### config.mk
export PLATFORM = sky130hd
export DESIGN_NAME = hdlc_rx_len_guard
export DESIGN_NICKNAME = d
export VERILOG_FILES = /design/src/rtl/hdlc_rx_len_pkg.sv /design/src/rtl/hrx_len_track.sv /design/src/rtl/hrx_irq_coalesce.sv /design/src/rtl/hdlc_rx_len_guard.sv
export SDC_FILE = /design/constraint.sdc
export NUM_CORES = 1
export LEC_CHECK = 0
export CAP_MARGIN = 20
export CORE_MARGIN = 5
export CORE_UTILIZATION = 40
export CTS_CLUSTER_DIAMETER = 60
export DETAILED_ROUTE_END_ITERATION = 8
export PLACE_DENSITY = 0.64
export SLEW_MARGIN = 10
export SYNTH_ARGS = -nofsm -noshare
export SYNTH_HDL_FRONTEND = slang
export SYNTH_HIERARCHICAL = 1
export SYNTH_SLANG_ARGS = --single-unit
export TNS_END_PERCENT = 100
### constraint.sdc
create_clock -name clk -period 5.9 [get_ports clk]
set_input_delay 0.59 -clock clk [delete_from_list [all_inputs] [get_ports clk]]
set_output_delay 0.59 -clock clk [all_outputs]
set_load 0.05 [all_outputs]
### src/rtl/hdlc_rx_len_pkg.sv
package hdlc_rx_len_pkg;
  localparam int HRX_LEN_W = 16;
  localparam int HRX_CNT_W = 16;

  typedef enum logic [1:0] {
    PH_IDLE = 2'd0,
    PH_TAKE = 2'd1,
    PH_DROP = 2'd2
  } hrx_phase_e;
endpackage

### src/rtl/hrx_len_track.sv
module hrx_len_track
  import hdlc_rx_len_pkg::*;
#(
  parameter int LEN_W = HRX_LEN_W
) (
  input  logic             clk,
  input  logic             rst_n,
  input  logic             in_valid,
  input  logic             in_sof,
  input  logic             in_eof,
  input  logic [LEN_W-1:0] max_len,
  output logic             byte_accept,
  output logic             done,
  output logic [LEN_W:0]   done_len,
  output logic             done_over
);
  hrx_phase_e       ph_q, b_ph, n_ph;
  logic [LEN_W-1:0] rem_q, b_rem, n_rem;
  logic [LEN_W:0]   len_q, b_len, n_len;
  logic             hit, room;

  always_comb begin
    hit   = in_valid && (in_sof || ph_q != PH_IDLE);
    b_ph  = in_sof ? PH_TAKE : ph_q;
    b_rem = in_sof ? max_len : rem_q;
    b_len = in_sof ? '0 : len_q;
    room  = (b_rem != '0);
    // the byte that first breaks the limit still bumps the length to limit+1
    n_len = (b_ph == PH_TAKE) ? b_len + 1'b1 : b_len;
    n_rem = room ? b_rem - 1'b1 : b_rem;
    n_ph  = (b_ph == PH_TAKE && !room) ? PH_DROP : b_ph;
    byte_accept = hit && (b_ph == PH_TAKE) && room;
    done      = hit && in_eof;
    done_len  = n_len;
    done_over = (n_ph == PH_DROP);
  end

  always_ff @(posedge clk) begin
    if (!rst_n) begin
      ph_q  <= PH_IDLE;
      rem_q <= '0;
      len_q <= '0;
    end else if (hit) begin
      ph_q  <= in_eof ? PH_IDLE : n_ph;
      rem_q <= n_rem;
      len_q <= n_len;
    end
  end
endmodule

### src/rtl/hrx_irq_coalesce.sv
module hrx_irq_coalesce
  import hdlc_rx_len_pkg::*;
#(
  parameter int CNT_W = HRX_CNT_W
) (
  input  logic             clk,
  input  logic             rst_n,
  input  logic             done,
  input  logic [CNT_W-1:0] frame_thresh,
  output logic             irq
);
  logic [CNT_W-1:0] cnt_q, eff;
  logic             loaded_q;

  always_comb eff = loaded_q ? cnt_q : frame_thresh;

  always_ff @(posedge clk) begin
    if (!rst_n) begin
      cnt_q    <= '0;
      loaded_q <= 1'b0;
      irq      <= 1'b0;
    end else begin
      irq <= 1'b0;
      if (done) begin
        loaded_q <= 1'b1;
        if (eff <= CNT_W'(1)) begin
          irq   <= 1'b1;
          cnt_q <= frame_thresh;
        end else begin
          cnt_q <= eff - 1'b1;
        end
      end
    end
  end
endmodule

### src/rtl/hdlc_rx_len_guard.sv
module hdlc_rx_len_guard
  import hdlc_rx_len_pkg::*;
#(
  parameter int LEN_W = HRX_LEN_W,
  parameter int CNT_W = HRX_CNT_W
) (
  input  logic             clk,
  input  logic             rst_n,
  input  logic             in_valid,
  input  logic             in_sof,
  input  logic             in_eof,
  input  logic [LEN_W-1:0] max_len,
  input  logic [CNT_W-1:0] frame_thresh,
  output logic             byte_accept,
  output logic             status_valid,
  output logic [LEN_W:0]   status_len,
  output logic             status_too_long,
  output logic             rx_irq
);
  logic           done;
  logic [LEN_W:0] done_len;
  logic           done_over;

  hrx_len_track #(.LEN_W(LEN_W)) u_track (
    .clk(clk), .rst_n(rst_n), .in_valid(in_valid), .in_sof(in_sof),
    .in_eof(in_eof), .max_len(max_len), .byte_accept(byte_accept),
    .done(done), .done_len(done_len), .done_over(done_over)
  );

  hrx_irq_coalesce #(.CNT_W(CNT_W)) u_coal (
    .clk(clk), .rst_n(rst_n), .done(done),
    .frame_thresh(frame_thresh), .irq(rx_irq)
  );

  always_ff @(posedge clk) begin
    if (!rst_n) begin
      status_valid    <= 1'b0;
      status_len      <= '0;
      status_too_long <= 1'b0;
    end else begin
      status_valid <= done;
      if (done) begin
        status_len      <= done_len;
        status_too_long <= done_over;
      end
    end
  end
endmodule

==> metrics.txt <==
status=complete, no violations; unrepaired setup endpoints after global routing=no; xor/xnor cell area share of the yosys netlist=4.97%; Boundary Pins=58; fmax=243 MHz; post-CTS resize count=0; switching share of power=29.3%; final period utilization=69.9%; worst path required time=5.31 ns; dominant cell type by area after synthesis=dfxtp_1; total number of vias=4921; largest family of logic cells by synthesized area=simple AND/OR/NAND/NOR gates; Mean Syn Cell Area=8.14 um^2; vias in the first global route=4654; max_slew headroom=28.9%; CTS clk-pin slew, worst paths=0.06 ns; Die Ht=123 um; Worst Skew=0.00770 ns; CTS buffer count=9; Hold Buf Count CTS=0; first-pass GRT wire length=22800 um; Power Dens Cells=209 nW/um^2; drt first pass iters=4; Critical Path Source Type=input port; Total Power=1.26 mW; Final HPWL DP=9180 um; Clock Sinks=72; Sw Pwr=368 uW; remaining antenna violation count=0; fin nets=702; Die ar.=15100 um^2; Clock power frac=38.7%; Netlist cell types=84; Tightest Hold Check Type=reg -> reg; Worst-Skew Late Latency=0.34 ns; combinational power share=19.4%; setup TNS=0 ns; routed wire length=13700 um; slack of the worst reg-to-reg path=2.40 ns; Gate Count Post-Synth=628; post-synth top area share=28.2%; fin. max-slew vios=0; global placer's final weighted congestion=0.889; leakage power=1.98 nW; VDD IR-drop max=0.000160 V; # setup viols final=0; cells taking the most area after synthesis=dfxtp_1 28%, mux2i_1 7.4%, nand2_1 4.0%, o21ai_0 3.6%, nor2_1 3.4%; ratio of cells with drive above 1 in the final layout=7.84%; antenna violations before repair=0; Async SR Flop Fraction=0%; CP Capture Type=primary output; Die W=123 um; Seq/Total Area, Yosys=28.2%; Max-cap violations=0; CP Class=in -> out; Synth warnings=6; CTS tree=yes; EDFF count, synth=0; clock buffer depth=2; mux cell area share after synthesis=10.4%; DRT iter0 DRCs=427; Syn-to-layout area delta=17.4%; final hold vios=0; ANT cells=0; largest net degree at the start of global routing=61; Initial Util=40.7%; Post-CTS Setup Repair Bufs=0; Core Area=12600 um^2; drt drc=0; Main synth FF type=dfxtp_1; port bufs=57; Post-synth top cells=72 x dfxtp_1, 55 x nand2_1, 46 x nor2_1; All-Layer GR Usage=18.5%; DR vias/cell=5.89; count leader, synth=dfxtp_1; Cell Rows=41; Synth Area in Simple Gates=28.3%; DR WL/cell=16.4 um; register bit total from synthesis=72; total gr overflow=0; CP arrival=3.53 ns; Synth Area in Adders=1.22%; Final Critical Period=4.12 ns; internal power=888 uW; worst-path fanout max=50; Synth Area in Compound Gates=21.3%; post-synth net total=670; Root Driver=clkbuf_16; CTS H-Tree Depth=3; Slew @ Worst Pin=1.07 ns; Syn Std Cell Area=5110 um^2; sequential share of power=41.9%
==> kinds of logic (layout without fill, tap and decap cells) <==
kind of cell	after synthesis	after routing
buffers and inverters	58	93
xor gates and xnor gates	29	29
adders and majority gates	5	5
muxes	51	51
AOI/OAI and AO/OA	157	157
DFF	72	72
and+or+nand+nor	256	256
==> cells in the final DEF (no fill, tap or decap), drive strengths merged, types with 5 or more instances in the layout <==
master	n
dfxtp	72
clkdlybuf4s50	55
nand2	55
nor2	47
o21ai	42
mux2i	39
nor3	29
a21oi	26
nor2b	22
nand3	20
xnor2	17
inv	15
or3	14
xor2	12
mux2	12
a31oi	11
clkbuf	11
o211ai	9
buf	9
nor4	9
nand2b	8
and3	8
and2	7
nor3b	6
a32o	6
nand4	6
o221ai	6
o22ai	6
nor4b	6
a311oi	5
ha	5
==> power by group through the flow <==
stage	sequential (mW)	clock, mW	combinational, mW
after detailed placement	0.536	0	0.239
after global placement	0.536	0	0.232
after global routing	0.529	0.525	0.267
after CTS	0.526	0.502	0.240
after floorplan	0.531	0	0.169
final	0.526	0.486	0.243
==> flip-flops by register name (all words and copies together), names as in the netlist <==
signal	flops
status_len	17
status_too_long	1
status_valid	1
u_coal/cnt_q	16
u_coal/irq	1
u_coal/loaded_q	1
u_track/len_q	17
u_track/ph_q	2
u_track/rem_q	16
==> final timing paths <==
kind,start,endpoint,cells after the start
worst min register to register,u_track/len_q[0]$_SDFFE_PN0P_,u_track/len_q[0]$_SDFFE_PN0P_,2
worst max-delay path,in_sof,byte_accept,8
worst max register to register,u_coal/loaded_q$_SDFFE_PN0P_,u_coal/cnt_q[0]$_SDFFE_PN0P_,7
worst min-delay path,u_track/len_q[0]$_SDFFE_PN0P_,u_track/len_q[0]$_SDFFE_PN0P_,2
==> final cells by class <==
cell class,count,area (um^2)
Tap cell,172,215
Sequential cell,72,1440
Timing Repair Buffer,64,633
Fill cell,1245,6570
Multi-Input combinational cell,498,3400
Clock inverter,3,21.3
Inverter,15,56.3
Clock buffer,11,233
==> layer usage <==
layer / vias to the layer above / GRT usage, % / wire, um
met4: 0 / 5.67 / 208
met3: 24 / 4.76 / 686
met2: 131 / 32.5 / 6860
li1: 2401 / - / -
met5: - / 0 / 0
met1: 2365 / 22.3 / 5960
==> worst max-delay path: stages <==
cell	delay (ns)
buf_2	0.67
mux2i_1	0.53
ha_1	0.23
inv_1	0.06
a211oi_4	0.32
nand3_1	0.20
and3_1	0.22
clkdlybuf4s50_1	0.70
==> stage by stage <==
step	hold WS, ns	setup WS, ns	instances	area (um^2)	utilization, %
floorplan	0.425	2.62	628	5110	-
global placement	0.436	1.84	820	5720	45.5
detailed placement	0.456	1.82	820	5720	45.5
CTS	0.470	1.81	834	5970	47.5
global route	0.511	1.56	835	6000	47.7
finish	0.471	1.78	835	6000	47.7
Power figures use the tool's default switching activity.
